### config.mk
export PLATFORM = sky130hd
export DESIGN_NAME = sm_admit_tracker
export DESIGN_NICKNAME = d
export VERILOG_FILES = /design/src/rtl/sm_admit_pkg.sv /design/src/rtl/sm_cost_calc.sv /design/src/rtl/sm_pool.sv /design/src/rtl/sm_slot_table.sv /design/src/rtl/sm_admit_tracker.sv
export SDC_FILE = /design/constraint.sdc
export NUM_CORES = 1
export LEC_CHECK = 0
export ABC_AREA = 1
export BUFFER_PORTS_ARGS = -buffer_cell sky130_fd_sc_hd__buf_4
export CAP_MARGIN = 40
export CORE_MARGIN = 2
export CORE_UTILIZATION = 35
export CTS_CLUSTER_SIZE = 8
export DETAILED_ROUTE_END_ITERATION = 7
export PLACE_DENSITY = 0.61
export SYNTH_ARGS = -nofsm -noshare
export SYNTH_HDL_FRONTEND = slang
export SYNTH_SLANG_ARGS = --single-unit
export TNS_END_PERCENT = 10
### constraint.sdc
create_clock -name clk -period 13.4 [get_ports clk]
set_input_delay 2.68 -clock clk [delete_from_list [all_inputs] [get_ports clk]]
set_output_delay 2.68 -clock clk [all_outputs]
set_load 0.02 [all_outputs]
### src/rtl/sm_admit_pkg.sv
// Shared definitions for the block admission tracker.
// Assumes pools are indexed in the fixed order given by pool_e.
package sm_admit_pkg;
    typedef enum logic [1:0] {
        POOL_REG  = 2'd0,
        POOL_THR  = 2'd1,
        POOL_WARP = 2'd2,
        POOL_SMEM = 2'd3
    } pool_e;

    localparam int unsigned NUM_POOLS = 4;
    localparam int unsigned COST_W    = 32;

    // Largest of four capacities, used to size the pool counters.
    function automatic int unsigned max4(input int unsigned a, input int unsigned b,
                                         input int unsigned c, input int unsigned d);
        int unsigned m;
        m = a;
        if (b > m) m = b;
        if (c > m) m = c;
        if (d > m) m = d;
        return m;
    endfunction
endpackage

### src/rtl/sm_cost_calc.sv
// Turns a block request into per-pool charges.
// Lanes and registers are charged for whole warps; a zero-thread
// request is flagged so the top can refuse it.
module sm_cost_calc
    import sm_admit_pkg::*;
#(
    parameter int unsigned WARP_SIZE = 32,
    parameter int unsigned THR_W     = 11,
    parameter int unsigned RPT_W     = 8,
    parameter int unsigned SMEM_W    = 17
) (
    input  logic [THR_W-1:0]  threads,
    input  logic [RPT_W-1:0]  regs_per_thread,
    input  logic [SMEM_W-1:0] smem_bytes,
    output logic [COST_W-1:0] need [NUM_POOLS],
    output logic              zero_req
);
    logic [COST_W-1:0] warps;
    logic [COST_W-1:0] lanes;

    // Round threads up to whole warps and derive every pool's charge.
    always_comb begin
        warps = (COST_W'(threads) + COST_W'(WARP_SIZE - 1)) / COST_W'(WARP_SIZE);
        lanes = warps * COST_W'(WARP_SIZE);
        need[POOL_REG]  = lanes * COST_W'(regs_per_thread);
        need[POOL_THR]  = lanes;
        need[POOL_WARP] = warps;
        need[POOL_SMEM] = COST_W'(smem_bytes);
        zero_req        = (threads == '0);
    end
endmodule

### src/rtl/sm_pool.sv
// One resource pool: a usage counter with a capacity check.
// The release amount is subtracted before the fit test, so a
// same-cycle release makes room for the request in that cycle.
module sm_pool
    import sm_admit_pkg::*;
#(
    parameter int unsigned CAP    = 1024,
    parameter int unsigned POOL_W = 17
) (
    input  logic              clk,
    input  logic              rst_n,
    input  logic              rel_en,
    input  logic [POOL_W-1:0] rel_amt,
    input  logic [COST_W-1:0] need,
    input  logic              commit,
    output logic              fits,
    output logic [POOL_W-1:0] used
);
    logic [POOL_W-1:0] base;
    logic [COST_W:0]   total;

    // Usage after the release, and whether the request still fits.
    always_comb begin
        base  = rel_en ? (used - rel_amt) : used;
        total = (COST_W+1)'(base) + (COST_W+1)'(need);
        fits  = (total <= (COST_W+1)'(CAP));
    end

    // Register the new usage: release applied, admission charge added.
    always_ff @(posedge clk) begin
        if (!rst_n)      used <= '0;
        else if (commit) used <= base + need[POOL_W-1:0];
        else             used <= base;
    end
endmodule

### src/rtl/sm_slot_table.sv
// Table of resident-block slots.  Each slot remembers the charges
// taken at admission, so a release returns exactly those amounts.
// The free-slot search sees a slot freed in the same cycle.
module sm_slot_table
    import sm_admit_pkg::*;
#(
    parameter int unsigned SLOTS  = 16,
    parameter int unsigned POOL_W = 17,
    parameter int unsigned SLOT_W = 4,
    parameter int unsigned BLK_W  = 5
) (
    input  logic              clk,
    input  logic              rst_n,
    input  logic              rel_valid,
    input  logic [SLOT_W-1:0] rel_slot,
    input  logic              alloc,
    input  logic [POOL_W-1:0] charge  [NUM_POOLS],
    output logic              rel_hit,
    output logic [POOL_W-1:0] rel_amt [NUM_POOLS],
    output logic              free_found,
    output logic [SLOT_W-1:0] free_slot,
    output logic [BLK_W-1:0]  blocks
);
    logic [SLOTS-1:0]  occ;
    logic [SLOTS-1:0]  occ_after;
    logic [POOL_W-1:0] amt_q [SLOTS][NUM_POOLS];
    logic              rel_do;

    // Decode the release and read back the charges of that slot.
    always_comb begin
        rel_hit   = occ[rel_slot];
        rel_do    = rel_valid && rel_hit;
        occ_after = occ;
        if (rel_do) occ_after[rel_slot] = 1'b0;
        for (int p = 0; p < NUM_POOLS; p++) rel_amt[p] = amt_q[rel_slot][p];
    end

    // Find the lowest-numbered slot free after the release.
    always_comb begin
        free_found = 1'b0;
        free_slot  = '0;
        for (int s = SLOTS - 1; s >= 0; s--) begin
            if (!occ_after[s]) begin
                free_found = 1'b1;
                free_slot  = SLOT_W'(s);
            end
        end
    end

    // Update occupancy and the resident block count.
    always_ff @(posedge clk) begin
        if (!rst_n) begin
            occ    <= '0;
            blocks <= '0;
        end else begin
            occ <= occ_after;
            if (alloc) occ[free_slot] <= 1'b1;
            case ({alloc, rel_do})
                2'b10:   blocks <= blocks + 1'b1;
                2'b01:   blocks <= blocks - 1'b1;
                default: blocks <= blocks;
            endcase
        end
    end

    // Record the charges of a newly admitted block.
    always_ff @(posedge clk) begin
        if (alloc) begin
            for (int p = 0; p < NUM_POOLS; p++) amt_q[free_slot][p] <= charge[p];
        end
    end
endmodule

### src/rtl/sm_admit_tracker.sv
// Admission tracker for one streaming multiprocessor.
// It admits a block only when all four pools and a slot have room.
// The answer comes one cycle after the request.  A release in the
// same cycle is applied first.
module sm_admit_tracker
    import sm_admit_pkg::*;
#(
    parameter int unsigned REG_TOTAL  = 65536,
    parameter int unsigned THR_TOTAL  = 1024,
    parameter int unsigned WARP_CAP   = 64,
    parameter int unsigned SMEM_TOTAL = 65536,
    parameter int unsigned WARP_SIZE  = 32,
    parameter int unsigned SLOTS      = 16,
    parameter int unsigned RPT_W      = 8,
    parameter int unsigned THR_W      = $clog2(THR_TOTAL + 1),
    parameter int unsigned SMEM_W     = $clog2(SMEM_TOTAL + 1),
    parameter int unsigned SLOT_W     = $clog2(SLOTS),
    parameter int unsigned WARP_W     = $clog2(WARP_CAP + 1),
    parameter int unsigned BLK_W      = $clog2(SLOTS + 1)
) (
    input  logic              clk,
    input  logic              rst_n,
    input  logic              req_valid,
    input  logic [THR_W-1:0]  req_threads,
    input  logic [RPT_W-1:0]  req_regs_per_thread,
    input  logic [SMEM_W-1:0] req_smem_bytes,
    input  logic              rel_valid,
    input  logic [SLOT_W-1:0] rel_slot,
    output logic              resp_valid,
    output logic              resp_accept,
    output logic [SLOT_W-1:0] resp_slot,
    output logic              rel_error,
    output logic [WARP_W-1:0] resident_warps,
    output logic [BLK_W-1:0]  resident_blocks
);
    localparam int unsigned CAP_MAX = max4(REG_TOTAL, THR_TOTAL, WARP_CAP, SMEM_TOTAL);
    localparam int unsigned POOL_W  = $clog2(CAP_MAX + 1);
    localparam int unsigned CAPS [NUM_POOLS] = '{REG_TOTAL, THR_TOTAL, WARP_CAP, SMEM_TOTAL};

    logic [COST_W-1:0] need    [NUM_POOLS];
    logic [POOL_W-1:0] charge  [NUM_POOLS];
    logic [POOL_W-1:0] rel_amt [NUM_POOLS];
    logic [POOL_W-1:0] used    [NUM_POOLS];
    logic [NUM_POOLS-1:0] fits;
    logic              zero_req;
    logic              rel_hit;
    logic              free_found;
    logic [SLOT_W-1:0] free_slot;
    logic              commit;

    sm_cost_calc #(
        .WARP_SIZE (WARP_SIZE),
        .THR_W     (THR_W),
        .RPT_W     (RPT_W),
        .SMEM_W    (SMEM_W)
    ) u_cost (
        .threads         (req_threads),
        .regs_per_thread (req_regs_per_thread),
        .smem_bytes      (req_smem_bytes),
        .need            (need),
        .zero_req        (zero_req)
    );

    sm_slot_table #(
        .SLOTS  (SLOTS),
        .POOL_W (POOL_W),
        .SLOT_W (SLOT_W),
        .BLK_W  (BLK_W)
    ) u_slots (
        .clk        (clk),
        .rst_n      (rst_n),
        .rel_valid  (rel_valid),
        .rel_slot   (rel_slot),
        .alloc      (commit),
        .charge     (charge),
        .rel_hit    (rel_hit),
        .rel_amt    (rel_amt),
        .free_found (free_found),
        .free_slot  (free_slot),
        .blocks     (resident_blocks)
    );

    // One counter per resource pool.
    for (genvar p = 0; p < NUM_POOLS; p++) begin : g_pool
        assign charge[p] = need[p][POOL_W-1:0];
        sm_pool #(
            .CAP    (CAPS[p]),
            .POOL_W (POOL_W)
        ) u_pool (
            .clk     (clk),
            .rst_n   (rst_n),
            .rel_en  (rel_valid && rel_hit),
            .rel_amt (rel_amt[p]),
            .need    (need[p]),
            .commit  (commit),
            .fits    (fits[p]),
            .used    (used[p])
        );
    end

    // Admit only when every pool fits, a slot is free and threads is nonzero.
    always_comb commit = req_valid && (&fits) && free_found && !zero_req;

    assign resident_warps = used[POOL_WARP][WARP_W-1:0];

    // Register the response and the release error flag.
    always_ff @(posedge clk) begin
        if (!rst_n) begin
            resp_valid  <= 1'b0;
            resp_accept <= 1'b0;
            resp_slot   <= '0;
            rel_error   <= 1'b0;
        end else begin
            resp_valid  <= req_valid;
            resp_accept <= commit;
            resp_slot   <= free_slot;
            rel_error   <= rel_valid && !rel_hit;
        end
    end
endmodule

== Word level (Yosys, flattened, before mapping) ==
Memory sizes are Yosys's and may differ from the RTL's.
Cells that the tools add are included.

* $mul: 1
* Add/subtract/negate cells: 15
* Bitwise operators: 3
* Order comparisons: 8
* Divide/modulo/power cells: 0
* Reductions and logical operators: 12
* Mux-type cells: 51
* Equal/unequal tests: 2
* Shift-type cells: 0

{| class="wikitable"
|+ Operators with widths
! operator !! count
|-
| $mux 17 || 8
|-
| $sub 17x17->17 || 4
|-
| $le 33x17->1 const B || 2
|-
| $mux 4 || 16
|-
| $add 17x17->17 || 2
|-
| $add 17x32->33 || 1
|-
| $le 33x11->1 const B || 1
|-
| $le 33x7->1 const B || 1
|-
| $mux 16 || 2
|-
| $mul 27x8->27 || 1
|-
| $mux 1 || 21
|-
| $add 17x12->18 || 1
|-
| $add 17x17->18 || 1
|-
| $add 17x7->18 || 1
|-
| $add 17x12->17 || 1
|-
| $add 17x7->17 || 1
|-
| $and 16x16->16 || 1
|-
| $not 16->16 || 1
|-
| $or 16x16->16 || 1
|-
| $add 11x5->12 const B || 1
|-
| $logic_not 11->1 || 1
|-
| $lt 4x5->1 const B || 2
|-
| $pmux 5 s2 || 1
|-
| $demux 1 s4 || 2
|-
| other kinds (10) || 18
|}

* Bits in registers: 96
* Bits in read-only memories: 0
* Input port bits: 44
* Memories kept: 1
* RAM bits: 688
* Output and inout bits: 19
* Word-level logic and storage cells: 103
* Latch bits: 0

{| class="wikitable"
|+ Memory list
! memory !! words !! bits a word !! read ports !! clocked after Yosys merged registers in !! write ports !! RTL line !! text
|-
| u_slots.amt_q || 16 || 43 || 1 || 0 || 1 || sm_slot_table.sv:26 || <nowiki>logic [POOL_W-1:0] amt_q [SLOTS][NUM_POOLS];</nowiki>
|}

== Longest topological paths before layout ==
* Word-level depth: 29
* Depth in mapped cells: 59
* Depth with buffers taken out: 59

== Modules after synthesis ==
Synthesis repeated with hierarchy kept, for this count alone.

* Cells, all modules: 5,665
* Area total of the unflattened synthesis: 59,425.7 um2

{| class="wikitable"
|+ Modules (own cells, without submodules)
! module !! seq. area each (um2) !! cells each !! instances !! area an instance (um2)
|-
| sm_slot_table || 33,091.7 || 2,390 || 1 || 41,392.2
|-
| sm_pool at g_pool[0].u_pool || 340.3 || 750 || 1 || 3,890.0
|-
| sm_pool at g_pool[2].u_pool || 340.3 || 715 || 1 || 3,709.8
|-
| sm_pool at g_pool[3].u_pool || 340.3 || 683 || 1 || 3,702.3
|-
| sm_pool at g_pool[1].u_pool || 340.3 || 683 || 1 || 3,637.2
|-
| sm_cost_calc || 0.0 || 414 || 1 || 2,862.7
|-
| sm_admit_tracker || 140.1 || 30 || 1 || 231.5
|}

== Worst setup path after synthesis ==
Ideal clock, no wire load.

* Path type: input -> register
* From: input port req_threads[4]
* To: memory u_slots.amt_q[0][0] (netlist name), enable pin
* Required time: 12,971 ps
* Path slack: 1,385 ps
* Data arrival time: 11,586 ps
* Buffers on the path: 0
* Library setup time: 429 ps
* Stages on the path: 45
* Cells stage by stage: or2_2 > nor2_1 > nand2_1 > nand2_1 > nor2_1 > inv_1 > nor2_1 > inv_1 > nor2_1 > inv_1 > nor2_1 > inv_1 > nor2_1 > nor2_1 > nand2_1 > fa_1 > fa_1 > inv_1 > (+9 left out) > ha_1 > inv_1 > o21bai_1 > a21oi_1 > inv_1 > nand3_1 > nand2_1 > nand2_1 > nand2_1 > nand2_1 > nand2_1 > nand2_1 > inv_1 > nor2_1 > nand2_1 > nor4_4 > nand4_2 > nor2_1

* Longest elaborated chain between the ends: 10
* Elaborated cells between the ends (all ways): 16

{| class="wikitable"
|+ Ends and longest elaborated chain
! what !! RTL line !! text
|-
| start: declaration || sm_admit_tracker.sv:24 || <nowiki>input logic [THR_W-1:0] req_threads,</nowiki>
|-
| $add 11x5->12 || sm_cost_calc.sv:23 || <nowiki>warps = (COST_W'(threads) + COST_W'(WARP_SIZE - 1)) / COST_W'(WARP_SIZE);</nowiki>
|-
| named net g_pool[1].u_pool.need[11] || sm_pool.sv:14 || <nowiki>input logic [COST_W-1:0] need,</nowiki>
|-
| $mul 27x8->27 || sm_cost_calc.sv:25 || <nowiki>need[POOL_REG] = lanes * COST_W'(regs_per_thread);</nowiki>
|-
| named net g_pool[0].u_pool.need[13] || sm_pool.sv:14 ||
|-
| $add 17x32->33 || sm_pool.sv:25 || <nowiki>total = (COST_W+1)'(base) + (COST_W+1)'(need);</nowiki>
|-
| $le 33x17->1 || sm_pool.sv:26 || <nowiki>fits = (total <= (COST_W+1)'(CAP));</nowiki>
|-
| $reduce_and 4->1 || sm_admit_tracker.sv:102 || <nowiki>always_comb commit = req_valid && (&fits) && free_found && !zero_req;</nowiki>
|-
| $logic_and 1x1->1 (3 in series) || sm_admit_tracker.sv:102 ||
|-
| $mux 1 || sm_slot_table.sv:68 || <nowiki>if (alloc) begin</nowiki>
|-
| $mux 1 (not written as such) || sm_slot_table.sv:69 || <nowiki>for (int p = 0; p < NUM_POOLS; p++) amt_q[free_slot][p] <= charge[p];</nowiki>
|-
| end: declaration || sm_slot_table.sv:26 ||
|}

The timed path passes the listed nets, and every way through them passes these cells.

== Final worst setup path ==
* From: input port req_threads[4]
* To: register u_slots.blocks[4]

* Longest elaborated chain between the ends: 10
* Elaborated cells between the ends (all ways): 18

{| class="wikitable"
|+ Ends and longest elaborated chain
! what !! RTL line !! text
|-
| $add 11x5->12 (*) || sm_cost_calc.sv:23 ||
|-
| named net g_pool[1].u_pool.need[11] || sm_pool.sv:14 ||
|-
| $mul 27x8->27 (*) || sm_cost_calc.sv:25 ||
|-
| named net g_pool[0].u_pool.need[14] || sm_pool.sv:14 ||
|-
| $add 17x32->33 (*) || sm_pool.sv:25 ||
|-
| $le 33x17->1 (*) || sm_pool.sv:26 ||
|-
| $reduce_and 4->1 (*) || sm_admit_tracker.sv:102 ||
|-
| $logic_and 1x1->1 (*) (3 in series) || sm_admit_tracker.sv:102 ||
|-
| $eq 2x1->1 / $eq 2x2->1 (equally long branches) || sm_slot_table.sv:58 || <nowiki>case ({alloc, rel_do})</nowiki>
|-
| $pmux 5 s2 / $reduce_bool 2->1 (equally long branches) || -- ||
|-
| end signal: assignment || sm_slot_table.sv:59 || <nowiki>2'b10: blocks <= blocks + 1'b1;</nowiki>
|-
| end signal: assignment || sm_slot_table.sv:60 || <nowiki>2'b01: blocks <= blocks - 1'b1;</nowiki>
|-
| end signal: assignment || sm_slot_table.sv:61 || <nowiki>default: blocks <= blocks;</nowiki>
|-
| end: declaration || sm_slot_table.sv:22 || <nowiki>output logic [BLK_W-1:0] blocks</nowiki>
|}

The timed path passes the listed nets; every way through them passes the cells marked *.
A chain may end at the register's enable or synchronous reset.

==> results.cfg <==
[drt]
dr.pass1.iters = 7
drc = 0
ant_nets = 0
wl_per_cell_um = 20.44
via_per_inst = 5.340
dr_total_vias = 22700
routed_wl_um = 86870
drt_iter0_drc = 2073

[clock_tree]
ctsHoldBuffers = 0
cts_tree = yes
path_clk_slew_ps = 50
cts_max_level = 3
cts_inserted_buffers = 93
clock_sinks = 662
insertion_delay_ps = 650
postCtsSetupBuffers = 0
cts_buffer_depth = 3
cts_resized = 0
cts-root-buf = clkbuf_16

[sta]
hold_slack_ps = 480.2
fmax_mhz = 86.36
hold_viol = 0
setup_viol = 0
relSlewSlack_pct = 42.01
worst_clock_skew_ps = 38.51
fin_crit_sh_pct = 86.42
setup_tns_ps = 0
grt_setup_unrepaired = false
final_max_slew_viol_count = 0
tightest_slew_ps = 861.9
finalCriticalPeriod_ps = 11580

[final_layout]
n_antenna_cell = 0
drive_gt1_share_pct = 9.694
seq_area_um2 = 19020
nets = 3216
multi_input_area_um2 = 11570
layout-area-overhead-vs-synth_pct = 15.15
fill_cells = 8440

[critical_path]
crit_start = req_threads[4]
cpMaxStageDelayCell = fa_1
timing.rr.end = u_slots.blocks[4]$_SDFFE_PN0P_
cp.required_ps = 13960
r2r-start = u_slots.amt_q[12][0]$_DFFE_PP_
worst-setup-path-type = primary input to flip-flop
cp-start-kind = primary input
cp_max_fo = 22
crit_end = u_slots.blocks[4]$_SDFFE_PN0P_
critPathCaptureType = flip-flop
r2r_cells = 44
rrSetupSlack_ps = 5710
crit_arrival_ps = 12140
crit_path_max_incr_delay_ps = 520
crit_path_frequent_cell = nor2_1

[power]
p_comb_share_pct = 26.6
peakVddDrop_mv = 0.1230
seqPwrFrac_pct = 39.4
clkPwrFrac_pct = 34.1
swShare_pct = 31.87
p_leak_nw = 13.94
p_int_w = 0.004383
p_sw_w = 0.002050
powerDensity_nw_per_um2 = 175.1

[synth]
synth_area_leaders = edfxtp_1 54%, a22oi_1 6.8%, dfxtp_1 5.4%
syn_nets = 3113
seq_area_frac_synth_pct = 59.61
ys.flop_type = edfxtp_1
synth_common_cells = 576 x edfxtp_1, 446 x nand2_1, 289 x a22oi_1, 277 x a21oi_1, 242 x inv_1
synth.most_common_cell = edfxtp_1
synth_edf_count = 576
synth_top_area_share_pct = 54.21
post_synth.cell_area_avg_um2 = 10.98
ys_ff_latch = 662
ys_types = 49
netlist_instances = 2907
yosysWarnings = 0
synth_area_leader_cell = edfxtp_1
async_reset_ff_share_pct = 0
syn-cell-area_um2 = 31910

[floorplan]
io_pins = 63
die-area_um2 = 93590
coreArea_um2 = 90150
initial_core_util_pct = 35.39
die_h_um = 305.9
row_count = 110
die_x_um = 305.9

[global_routing]
grt_use_total_pct = 18.40
grt_pass1_vias = 22380
antenna_found_initial = 0
grt.overflow.total = 0
grt_max_degree = 68
grt_pass1_wl_um = 132900

[job]
maxCapViolCount = 0

[place]
port_buffers = 62
dp_hpwl_um = 55500
gp_congestion = 0.9004

[hold_path]
hp-class = flip-flop to flip-flop

[status]
outcome = complete, no violations
[metrics by stage]
stage | area [um^2] | utilization, % | total power, W | setup WS (ps) | std cells
floorplan | 31910 | - | 0.003762 | 1385 | 2907
global placement | 33970 | 37.68 | 0.004229 | 1290 | 4086
CTS | 36740 | 40.76 | 0.006453 | 1815 | 4250
finish | 36740 | 40.76 | 0.006433 | 1820 | 4250
detailed placement | 34020 | 37.74 | 0.004257 | 1165 | 4091
global route | 36740 | 40.76 | 0.006766 | 909.3 | 4250
[flip-flops by register name, indices dropped and copies added (netlist names)]
signal / count
u_slots.occ: 16
resp_valid: 1
resp_accept: 1
rel_error: 1
u_slots.blocks: 5
resp_slot: 4
g_pool.u_pool.used: 58
u_slots.amt_q: 576
[layout by cell type, fill, tap and decap left out, drive strengths merged, types with 3 or more instances in the layout]
cell type / count
nand3: 125
nor3b: 3
nand2: 456
nor4: 34
xor2: 49
fa: 37
a31oi: 9
clkinv: 4
ha: 125
xnor2: 29
a21o: 7
or4: 5
nand4: 30
a22oi: 289
buf: 125
edfxtp: 576
nor3: 13
o21ai: 121
inv: 253
dfxtp: 86
nor2: 231
or2: 6
a21oi: 277
nand3b: 8
o21bai: 8
clkbuf: 152
[critical path: cells and delay by family]
kind | cells | cell delay, ps
XOR/XNOR | 3 | 470
adder cells (fa/ha/maj) | 8 | 3290
AND/OR/NAND/NOR | 25 | 3590
AO/OA/AOI/OAI | 7 | 1010
buffers and inverters | 9 | 1090
[worst min-delay path by stage]
| stage | from | endpoint | slack [ps] | cells past startpoint |
|---|---|---|---|---|
| 2_1_floorplan | u_slots.occ[10]$_SDFF_PN0_ | u_slots.occ[10]$_SDFF_PN0_ | 490 | 2 |
| 3_3_place_gp | u_slots.blocks[4]$_SDFFE_PN0P_ | u_slots.blocks[4]$_SDFFE_PN0P_ | 450 | 1 |
| 3_5_place_dp | u_slots.blocks[4]$_SDFFE_PN0P_ | u_slots.blocks[4]$_SDFFE_PN0P_ | 470 | 1 |
| 4_1_cts | u_slots.blocks[4]$_SDFFE_PN0P_ | u_slots.blocks[4]$_SDFFE_PN0P_ | 480 | 1 |
| 5_1_grt | u_slots.blocks[4]$_SDFFE_PN0P_ | u_slots.blocks[4]$_SDFFE_PN0P_ | 510 | 1 |
| 6_report | u_slots.blocks[4]$_SDFFE_PN0P_ | u_slots.blocks[4]$_SDFFE_PN0P_ | 480 | 1 |
[per-layer routing]
metal | vias to the layer above | wire length, um | track usage (%)
met5 | - | 0 | 0
met4 | 0 | 2181 | 5.086
met3 | 136 | 5741 | 3.318
met2 | 755 | 40820 | 30.47
met1 | 11070 | 38130 | 24.77
li1 | 10740 | - | -
[final cells by class]
class / count / share of cell area [%]
Sequential cell: 662 / 51.76
Multi-Input combinational cell: 1876 / 31.49
Clock buffer: 152 / 7.049
Tap cell: 1176 / 4.005
Timing Repair Buffer: 127 / 2.779
Inverter: 250 / 2.561
Clock inverter: 7 / 0.3542
[power groups by stage]
| stage | Sequential [W] | Combinational, W | Clock (W) |
|---|---|---|---|
| 3_3_place_gp | 0.00257 | 0.00166 | 0 |
| 2_1_floorplan | 0.00257 | 0.00119 | 0 |
| 3_5_place_dp | 0.00257 | 0.00169 | 0 |
| 5_1_grt | 0.00254 | 0.00192 | 0.00231 |
| 6_report | 0.00253 | 0.00171 | 0.00219 |
| 4_1_cts | 0.00253 | 0.00170 | 0.00222 |
[cells by family (layout without fill, tap and decap cells)]
kind of cell             after synthesis  after routing  share of synthesized area [%]
AO/OA/AOI/OAI                        723            723                          13.89
buffers and inverters                369            536                          4.619
AND/OR/NAND/NOR                      913            913                          12.53
XOR/XNOR                              78             78                          2.141
adder cells (fa/ha/maj)              162            162                          7.223
flip-flops                           662            662                          59.61
Note: power is estimated with default switching activity, not from simulation.
